==> src/rtl/ddc_reg_pkg.sv <==
package ddc_reg_pkg;

  typedef struct packed {
    logic       loadSub;
    logic       wrData;
    logic       incSub;
    logic [7:0] byteVal;
  } regStrobe_t;

  typedef enum logic [2:0] {
    ST_IDLE,
    ST_RX,
    ST_ACK,
    ST_TX,
    ST_MACK
  } busState_t;

  typedef enum logic [1:0] {
    K_ADDR,
    K_SUB,
    K_DATA
  } byteKind_t;

endpackage

==> src/rtl/ddc_line_filter.sv <==
module ddc_line_filter #(
  parameter int FILT_LEN = 4
) (
  input  logic clk,
  input  logic rstN,
  input  logic rawIn,
  output logic cleanOut
);
  localparam int CW = $clog2(FILT_LEN + 1);

  logic [1:0]    syncQ;
  logic [CW-1:0] runCnt;

  always_ff @(posedge clk or negedge rstN) begin
    if (!rstN) begin
      syncQ    <= 2'b11;
      cleanOut <= 1'b1;
      runCnt   <= '0;
    end else begin
      syncQ <= {syncQ[0], rawIn};
      if (syncQ[1] == cleanOut) begin
        runCnt <= '0;
      end else if (runCnt == CW'(FILT_LEN - 1)) begin
        cleanOut <= syncQ[1];
        runCnt   <= '0;
      end else begin
        runCnt <= runCnt + CW'(1);
      end
    end
  end

  // a filtered edge only follows a synchroniser value that held for two samples
  a_r11_filter_steady: assert property (@(posedge clk) disable iff (!rstN)
    !$stable(cleanOut) |-> ($past(syncQ[1]) == $past(syncQ[1], 2)));

endmodule

==> src/rtl/ddc_bus_ctrl.sv <==
module ddc_bus_ctrl
  import ddc_reg_pkg::*;
#(
  parameter int FILT_LEN = 4
) (
  input  logic       clk,
  input  logic       rstN,
  input  logic       sclIn,
  input  logic       sdaIn,
  input  logic [6:0] myAddr,
  input  logic [7:0] rdByte,
  output regStrobe_t strobe,
  output logic       sdaOe
);
  logic sclF, sdaF, sclD, sdaD;
  logic sclRise, sclFall, startSeen, stopSeen;
  busState_t  state;
  byteKind_t  kind;
  logic [3:0] bitCnt;
  logic [7:0] rxShift, txShift;
  logic       readMode, masterNack;

  ddc_line_filter #(.FILT_LEN(FILT_LEN)) uSclFilt (
    .clk(clk), .rstN(rstN), .rawIn(sclIn), .cleanOut(sclF));
  ddc_line_filter #(.FILT_LEN(FILT_LEN)) uSdaFilt (
    .clk(clk), .rstN(rstN), .rawIn(sdaIn), .cleanOut(sdaF));

  always_ff @(posedge clk or negedge rstN) begin
    if (!rstN) begin
      sclD <= 1'b1;
      sdaD <= 1'b1;
    end else begin
      sclD <= sclF;
      sdaD <= sdaF;
    end
  end

  assign sclRise   = sclF & ~sclD;
  assign sclFall   = ~sclF & sclD;
  assign startSeen = sclF & sclD & sdaD & ~sdaF;
  assign stopSeen  = sclF & sclD & ~sdaD & sdaF;

  always_comb begin
    strobe         = '0;
    strobe.byteVal = rxShift;
    if (state == ST_RX && sclFall && bitCnt == 4'd8) begin
      strobe.loadSub = (kind == K_SUB);
      strobe.wrData  = (kind == K_DATA);
    end
    if (state == ST_TX && sclFall && bitCnt == 4'd8) strobe.incSub = 1'b1;
  end

  always_ff @(posedge clk or negedge rstN) begin
    if (!rstN) begin
      state      <= ST_IDLE;
      kind       <= K_ADDR;
      bitCnt     <= '0;
      rxShift    <= '0;
      txShift    <= '0;
      readMode   <= 1'b0;
      masterNack <= 1'b0;
      sdaOe      <= 1'b0;
    end else if (startSeen) begin
      state  <= ST_RX;
      kind   <= K_ADDR;
      bitCnt <= '0;
      sdaOe  <= 1'b0;
    end else if (stopSeen) begin
      state <= ST_IDLE;
      sdaOe <= 1'b0;
    end else begin
      case (state)
        ST_RX: begin
          if (sclRise) begin
            rxShift <= {rxShift[6:0], sdaF};
            bitCnt  <= bitCnt + 4'd1;
          end else if (sclFall && bitCnt == 4'd8) begin
            if (kind == K_ADDR && rxShift[7:1] != myAddr) begin
              state <= ST_IDLE;
            end else begin
              state <= ST_ACK;
              sdaOe <= 1'b1;
              if (kind == K_ADDR) readMode <= rxShift[0];
            end
          end
        end
        ST_ACK: begin
          if (sclFall) begin
            bitCnt <= '0;
            if (kind == K_ADDR && readMode) begin
              state   <= ST_TX;
              txShift <= rdByte;
              sdaOe   <= ~rdByte[7];
            end else begin
              state <= ST_RX;
              sdaOe <= 1'b0;
              kind  <= (kind == K_ADDR) ? K_SUB : K_DATA;
            end
          end
        end
        ST_TX: begin
          if (sclRise) begin
            bitCnt <= bitCnt + 4'd1;
          end else if (sclFall) begin
            if (bitCnt == 4'd8) begin
              state <= ST_MACK;
              sdaOe <= 1'b0;
            end else begin
              txShift <= {txShift[6:0], 1'b0};
              sdaOe   <= ~txShift[6];
            end
          end
        end
        ST_MACK: begin
          if (sclRise) begin
            masterNack <= sdaF;
          end else if (sclFall) begin
            if (!masterNack) begin
              state   <= ST_TX;
              bitCnt  <= '0;
              txShift <= rdByte;
              sdaOe   <= ~rdByte[7];
            end else begin
              state <= ST_IDLE;
            end
          end
        end
        default: begin
          state <= ST_IDLE;
          sdaOe <= 1'b0;
        end
      endcase
    end
  end

  // idle target never holds the data line
  a_r10_idle_quiet: assert property (@(posedge clk) disable iff (!rstN)
    (state == ST_IDLE) |-> !sdaOe);
  // line released while receiving bits
  a_r12_rx_release: assert property (@(posedge clk) disable iff (!rstN)
    (state == ST_RX) |-> !sdaOe);
  // line released during the host acknowledge slot
  a_r12_mack_release: assert property (@(posedge clk) disable iff (!rstN)
    (state == ST_MACK) |-> !sdaOe);

endmodule

==> src/rtl/ddc_reg_data.sv <==
module ddc_reg_data
  import ddc_reg_pkg::*;
#(
  parameter int          KEY_BYTES  = 5,
  parameter logic [7:0]  KEY_BASE   = 8'h10,
  parameter logic [7:0]  CAPS_SUB   = 8'h40,
  parameter logic [7:0]  CAPS_VALUE = 8'h10,
  parameter logic [7:0]  STATUS_SUB = 8'h41,
  parameter logic [7:0]  ID_SUB     = 8'hC2,
  parameter logic [15:0] DEV_ID     = 16'h0501,
  parameter logic [7:0]  REV_ID     = 8'h01
) (
  input  logic                   clk,
  input  logic                   rstN,
  input  regStrobe_t             strobe,
  input  logic [15:0]            statusIn,
  output logic [7:0]             rdByte,
  output logic [8*KEY_BYTES-1:0] keyVec
);
  logic [7:0] subPtr;
  logic [7:0] keyMem [KEY_BYTES];
  logic       keyHit;

  always_comb begin
    keyHit = 1'b0;
    for (int i = 0; i < KEY_BYTES; i++)
      if (subPtr == 8'(int'(KEY_BASE) + i)) keyHit = 1'b1;
  end

  always_ff @(posedge clk or negedge rstN) begin
    if (!rstN) begin
      subPtr <= '0;
      for (int i = 0; i < KEY_BYTES; i++) keyMem[i] <= '0;
    end else begin
      if (strobe.loadSub) begin
        subPtr <= strobe.byteVal;
      end else if (strobe.wrData) begin
        for (int i = 0; i < KEY_BYTES; i++)
          if (subPtr == 8'(int'(KEY_BASE) + i)) keyMem[i] <= strobe.byteVal;
        subPtr <= subPtr + 8'd1;
      end else if (strobe.incSub) begin
        subPtr <= subPtr + 8'd1;
      end
    end
  end

  for (genvar g = 0; g < KEY_BYTES; g++) begin : gKeyOut
    assign keyVec[8*g +: 8] = keyMem[g];
  end

  always_comb begin
    rdByte = 8'h00;
    for (int i = 0; i < KEY_BYTES; i++)
      if (subPtr == 8'(int'(KEY_BASE) + i)) rdByte = keyMem[i];
    if (subPtr == CAPS_SUB)                rdByte = CAPS_VALUE;
    if (subPtr == STATUS_SUB)              rdByte = statusIn[7:0];
    if (subPtr == STATUS_SUB + 8'd1)       rdByte = statusIn[15:8];
    if (subPtr == ID_SUB)                  rdByte = DEV_ID[7:0];
    if (subPtr == ID_SUB + 8'd1)           rdByte = DEV_ID[15:8];
    if (subPtr == ID_SUB + 8'd2)           rdByte = REV_ID;
  end

  // subaddress byte lands in the pointer
  a_r3_load_sub: assert property (@(posedge clk) disable iff (!rstN)
    strobe.loadSub |=> (subPtr == $past(strobe.byteVal)));
  // each data byte moves the pointer by one
  a_r4_auto_inc: assert property (@(posedge clk) disable iff (!rstN)
    (strobe.wrData || strobe.incSub) |=> (subPtr == $past(subPtr) + 8'd1));
  // writes outside the key range leave the key alone
  a_r5_ro_ignored: assert property (@(posedge clk) disable iff (!rstN)
    (strobe.wrData && !keyHit) |=> $stable(keyVec));

endmodule

==> src/rtl/ddc_reg_target.sv <==
module ddc_reg_target #(
  parameter logic [6:0] ADDR_LO   = 7'h3A,
  parameter logic [6:0] ADDR_HI   = 7'h3B,
  parameter int         FILT_LEN  = 4,
  parameter int         KEY_BYTES = 5
) (
  input  logic                   clk,
  input  logic                   rstN,
  input  logic                   sclIn,
  input  logic                   sdaIn,
  output logic                   sdaOe,
  input  logic                   addrSel,
  input  logic [15:0]            statusIn,
  output logic [8*KEY_BYTES-1:0] keyVec
);
  import ddc_reg_pkg::*;

  regStrobe_t strobe;
  logic [7:0] rdByte;
  logic [6:0] myAddr;

  assign myAddr = addrSel ? ADDR_HI : ADDR_LO;

  ddc_bus_ctrl #(.FILT_LEN(FILT_LEN)) uCtrl (
    .clk(clk), .rstN(rstN), .sclIn(sclIn), .sdaIn(sdaIn),
    .myAddr(myAddr), .rdByte(rdByte), .strobe(strobe), .sdaOe(sdaOe));

  ddc_reg_data #(.KEY_BYTES(KEY_BYTES)) uData (
    .clk(clk), .rstN(rstN), .strobe(strobe), .statusIn(statusIn),
    .rdByte(rdByte), .keyVec(keyVec));

endmodule

==> config.mk <==
export PLATFORM = sky130hd
export DESIGN_NAME = ddc_reg_target
export DESIGN_NICKNAME = d
export VERILOG_FILES = /design/src/rtl/ddc_reg_pkg.sv /design/src/rtl/ddc_line_filter.sv /design/src/rtl/ddc_bus_ctrl.sv /design/src/rtl/ddc_reg_data.sv /design/src/rtl/ddc_reg_target.sv
export SDC_FILE = /design/constraint.sdc
export NUM_CORES = 1
export LEC_CHECK = 0
export BUFFER_PORTS_ARGS = -buffer_cell sky130_fd_sc_hd__buf_2
export CAP_MARGIN = 0
export CORE_MARGIN = 5
export CORE_UTILIZATION = 44
export DETAILED_ROUTE_END_ITERATION = 10
export PLACE_DENSITY = 0.66
export SLEW_MARGIN = 20
export SYNTH_ARGS = -nofsm -noshare
export SYNTH_HDL_FRONTEND = slang
export SYNTH_HIERARCHICAL = 1
export SYNTH_SLANG_ARGS = --single-unit
==> constraint.sdc <==
create_clock -name clk -period 2.4 [get_ports clk]
set_input_delay 0.48 -clock clk [delete_from_list [all_inputs] [get_ports clk]]
set_output_delay 0.48 -clock clk [all_outputs]
set_load 0.05 [all_outputs]
# After elaboration in Yosys (flattened, before gate mapping)
# Index checks and enable logic that the tools add are counted.
[word_totals] register_bits=89 latch_bits=0 ramBits=0 mem_bits_ro=0 output_inout_bits=41 wordCells=195 memories=0
[op_classes] addsub=4 multipliers=0 div=0 order_cmp=0 n_eq_ne=48 shift=0 mux=72 n_bitwise=20 reduce_logical=29
[ops] operator="8-bit 2-to-1 mux" n=14
[ops] operator="7-bit 2-to-1 mux" n=8
[ops] operator="3-bit 2-to-1 mux" n=14
[ops] operator="8-bit by 5-bit == test with 1-bit output (second input constant)" n=5
[ops] operator="4-bit 2-to-1 mux" n=7
[ops] operator="8-bit by 7-bit == test with 1-bit output (second input constant)" n=3
[ops] operator="8-bit == test (second input constant)" n=3
[ops] operator="7-bit case mux with 3 select lines" n=1
[ops] operator="2-bit 2-to-1 mux" n=10
[ops] operator="4-bit by 1-bit inequality test with 1-bit output (second input constant)" n=4
[ops] operator="1-bit 2-to-1 mux" n=15
[ops] operator="3-bit AND reduction" n=5
[ops] operator="7-bit AND reduction" n=2
[ops] operator="1-bit NOT" n=13
[ops] operator="3-bit by 2-bit == test with 1-bit output (second input constant)" n=4
[ops] operator="2-bit by 1-bit inequality test with 1-bit output (second input constant)" n=6
[ops] operator="4-bit by 2-bit inequality test with 1-bit output (second input constant)" n=3
[ops] operator="4-bit inequality test (second input constant)" n=3
[ops] operator="3-bit case mux with 4 select lines" n=1
[ops] operator="4-bit case mux with 3 select lines" n=1
[ops] operator="4-bit AND reduction" n=3
[ops] operator="11-bit AND reduction" n=1
[ops] operator="3-bit by 1-bit inequality test with 1-bit output (second input constant)" n=3
[ops] operator="9-bit AND reduction" n=1
[ops] operator="23 further kinds" n=43

# Depth between registers and ports, before layout
[depth] depth_word=19 ltp_mapped=11 depth_no_buf=9

# Modules after synthesis
# Netlist, hierarchy kept.
[modules_own_cells] module="ddc_reg_data" n_inst=1 cells_each=265 area_each_um2=2760.1 seq_area_each_um2=1201.2
[modules_own_cells] module="ddc_bus_ctrl" n_inst=1 cells_each=166 area_each_um2=1705.4 seq_area_each_um2=728.2
[modules_own_cells] module="ddc_line_filter" n_inst=2 cells_each=13 area_each_um2=220.2 seq_area_each_um2=153.9
[modules_own_cells] module="ddc_reg_target" n_inst=1 cells_each=2 area_each_um2=7.5 seq_area_each_um2=0.0

# Worst setup path before layout
# No wires, ideal clock.
[synth_path] kind="reg2reg" from="reg uCtrl.state[2]" to="reg uData.keyMem, in the netlist uData/keyVec[2]" setup_ps=128 arrival_ps=2370 setup_slack_ps=-98 path_stages_with_launch=10 n_path_buf=1 synth_period_minus_slack_ps=2498 cell_sequence="dfrtp_1 -> buf_2 -> nand2b_1 -> nor2_1 -> nand3_1 -> nor3b_1 -> nand2b_1 -> nor3_4 -> nand2_2 -> mux2_1"
[synth_rtl] element="start, declared" line_no="ddc_bus_ctrl.sv:17" text="busState_t state;"
[synth_rtl] element="start signal, assigned" line_no="ddc_bus_ctrl.sv:55" text="state <= ST_IDLE;"
[synth_rtl] element="start signal, assigned" line_no="ddc_bus_ctrl.sv:64" text="state <= ST_RX;"
[synth_rtl] element="start signal, assigned" line_no="ddc_bus_ctrl.sv:69" text="state <= ST_IDLE;"
[synth_rtl] element="end, declared" line_no="ddc_reg_data.sv:21" text="logic [7:0] keyMem [KEY_BYTES];"

==> results.yml <==
run_status:
  status: "completed"
power:
  total_power_mw: 3.79
  power_density_nw_per_um2: 632
  power_frac_seq_pct: 48.4
  cellLeakagePower_nw: 2.82
  combPwrFrac_pct: 22.9
  p_sw_share_pct: 32.9
  vdd_drop_max_mv: 0.492
  p_switching_mw: 1.25
  p_int_mw: 2.54
  pwr-share-clk_pct: 28.7
floorplan:
  die_area_sq_um: 13400
  row_count: 38
  start_util_pct: 45.1
  core_sq_um: 10900
  chipHeight_microns: 116
  io_pins: 62
  die_w_microns: 116
synth:
  netlist.area_leader.share_pct: 41.3
  synth_area_leaders: "dfrtp_1, mux2_2, mux2_1"
  synth_area_sq_um: 4910
  synth.avg_cell_area_sq_um: 10.7
  ys_ff_latch: 89
  synth-edff-count: 0
  yosysSeqAreaShare_pct: 45.5
  yosys_warnings: 6
  yosysTopAreaCell: "dfrtp_1"
  synth_cell_types: 67
  synth-async-reset-ratio_pct: 100
  syn_inst: 459
  synth_flop_cell: "dfrtp_1"
finish:
  area_delta_synth_final_pct: 22.0
  layout_commonest_cell: "dfrtp_1"
  final_area_sq_um: 5990
  final_cell_mix: "dfrtp_1, buf_2, mux2_2"
  antenna_cells: 0
  nets: 585
  layout-drive-gt1-share_pct: 38.5
  final_core_util_pct: 55.0
drt:
  drc: 0
  routed-wl-met2_mm: 6.13
  drt-met1-wl_mm: 6.26
  viasPerCell: 5.72
  routedWlPerCell_microns: 19.3
  drtAntennaViolNets: 0
  routed.top_layer: "met4"
  route.met3.wl_microns: 864
  totalWireLength_mm: 13.5
  vias: 4013
  drt_first_pass_iters: 4
  drt-initial-drc-count: 300
timing:
  clock-skew-final_ns: 0.0109
  rsz0062_at_grt: "true"
  setup_viol: 0
  finalHoldViolCount: 0
  min_period_ns: 2.37
  max_clock_freq_mhz: 422
  fin_crit_sh_pct: 98.6
  slew_headroom_pct: 63.4
  slew_viol_final: 0
  hold_ws_ns: 0.0802
  tightest_slew_ns: 0.548
clock_tree:
  insertion_delay_ns: 0.37
  ctsLongestPathBuffers: 2
  cts-hold-fix-buffers: 0
  clk_pin_slew_ns: 0.10
  cts_tree: "done"
  cts-root-buf: "clkbuf_8"
  htreeDepth: 3
  cts_buffers: 9
  cts.sinks: 89
placed_design:
  gp_congestion: 0.967
  post-dp-hpwl_mm: 9.90
  dpl_cell_area_sq_um: 5660
  port_buffers: 61
grt:
  grt_max_degree: 53
  grt_pass1_wl_mm: 21.9
  antenna_found_initial: 0
  grt.total_usage_pct: 21.0
  grt_pass1_vias: 4094
  grt.overflow.total: 0
critical_path:
  cp.required_ns: 2.66
  start_kind: "flop"
  cp.arrival_ns: 2.63
  r2r_start: "uCtrl/bitCnt[0]"
  timing.rr.end: "uData/keyVec[22]"
  reg2regPathDepth: 10
  worst_setup_path_end_kind: "flop"
  cp-startpoint: "uCtrl/bitCnt[0]"
  r2r_slack_ns: 0.03
  cp-endpoint: "uData/keyVec[22]"
  criticalPathCategory: "flop to flop"
  cp_max_fo: 8
min_path:
  hold_class: "input pin to asynchronous set/reset pin"
flow_run:
  maxCapViolCount: 0
[power by group through the flow]
stage	Clock [mW]	Sequential, mW	Combinational [mW]
after detailed placement	0	1.87	0.852
after global placement	0	1.86	0.830
after global routing	1.16	1.86	0.967
after floorplan	0	1.84	0.516
final	1.09	1.84	0.867
after CTS	1.11	1.84	0.857
[cell usage after synthesis, types with 3 or more instances]
master / number
nand3_1: 6
and3_1: 5
nand3b_1: 13
o21a_1: 6
o21ai_1: 5
o21ai_0: 15
a21oi_1: 31
xnor2_1: 9
nor3b_1: 7
or2_0: 5
o31ai_1: 3
clkbuf_1: 11
nand2b_1: 10
mux2_2: 46
ha_1: 8
xor2_1: 8
inv_1: 15
o221ai_1: 5
a221oi_1: 7
dfstp_2: 8
nand2_1: 26
nor2_1: 24
nor3_1: 7
dfrtp_1: 81
nor2b_1: 6
a31oi_1: 5
nand2_2: 5
buf_2: 10
mux2_1: 19
[registers in the layout, indices dropped and copies added, names as in the netlist, 2 cells and up]
| register | count |
|---|---|
| uCtrl/kind | 2 |
| uData/keyVec | 40 |
| uData/subPtr | 8 |
| uCtrl/uSdaFilt/syncQ | 2 |
| uCtrl/bitCnt | 4 |
| uCtrl/uSclFilt/syncQ | 2 |
| uCtrl/rxShift | 8 |
| uCtrl/uSdaFilt/runCnt | 3 |
| uCtrl/state | 3 |
| uCtrl/uSclFilt/runCnt | 3 |
| uCtrl/txShift | 7 |
[worst max-delay path, cell delays in order, from the launching register on]
cell,delay (ns)
dfrtp_1,0.39
inv_1,0.06
ha_1,0.13
and3b_1,0.22
nand3_1,0.14
buf_4,0.17
nor3b_2,0.19
nand2b_1,0.24
nor3_4,0.09
nand2_2,0.24
mux2_2,0.38
[metrics by stage]
stage                     setup slack, ns  instances  setup TNS [ns]
final                              0.0331        701               0
after global routing              -0.0696        701           -1.26
after detailed placement          -0.0562        683          -0.223
after global placement             0.0111        683               0
after floorplan                   0.00881        463               0
after CTS                         0.00913        699               0
[cell type report]
cell class | count | area (sq um)
clock buffers | 9 | 124
clock inverters | 7 | 81.3
fillers | 937 | 4890
inverters | 15 | 56.3
multi-input cells | 337 | 2650
flip-flops and latches | 89 | 2240
well taps | 140 | 175
repair buffers | 104 | 668
[worst min path at each step]
stage	start	to	slack [ns]	depth (start not counted)
floorplan	rstN	uCtrl/bitCnt[0]	0.18	0
global placement	uCtrl/uSclFilt/syncQ[0]	uCtrl/uSclFilt/syncQ[1]	0.35	0
detailed placement	uCtrl/uSclFilt/syncQ[0]	uCtrl/uSclFilt/syncQ[1]	0.35	0
CTS	rstN	uData/keyVec[2]	0.09	1
global route	rstN	uData/keyVec[25]	0.12	1
finish	rstN	uData/keyVec[2]	0.08	1
[per-layer routing]
layer / GRT usage [%] / up-vias
met2: 32.1 / 156
li1: - / 1855
met1: 30.5 / 1984
met4: 7.66 / 0
met5: 0 / -
met3: 2.92 / 18
[cells by family (layout without fill, tap and decap cells)]
logic type	after synthesis	in the layout	share of synthesized area, %
compound gates	98	98	13.3
fa+ha+maj	8	8	2.04
flops	89	89	45.5
xor+xnor	17	17	3.03
mux	67	67	15.3
other cells	2	6	0.153
buf+inv	37	135	3.23
simple gates	141	141	17.4
[timing repair]
item | in CTS | in global routing
gates cloned | 0 | 0
resized for setup | 4 | 19
endpoints found under the setup margin | 6 | 39
endpoints found under the hold margin | 0 | 0
buffers inserted | 0 | 2
pin swaps | 0 | 5
Note: power is estimated with default switching activity, not from simulation.
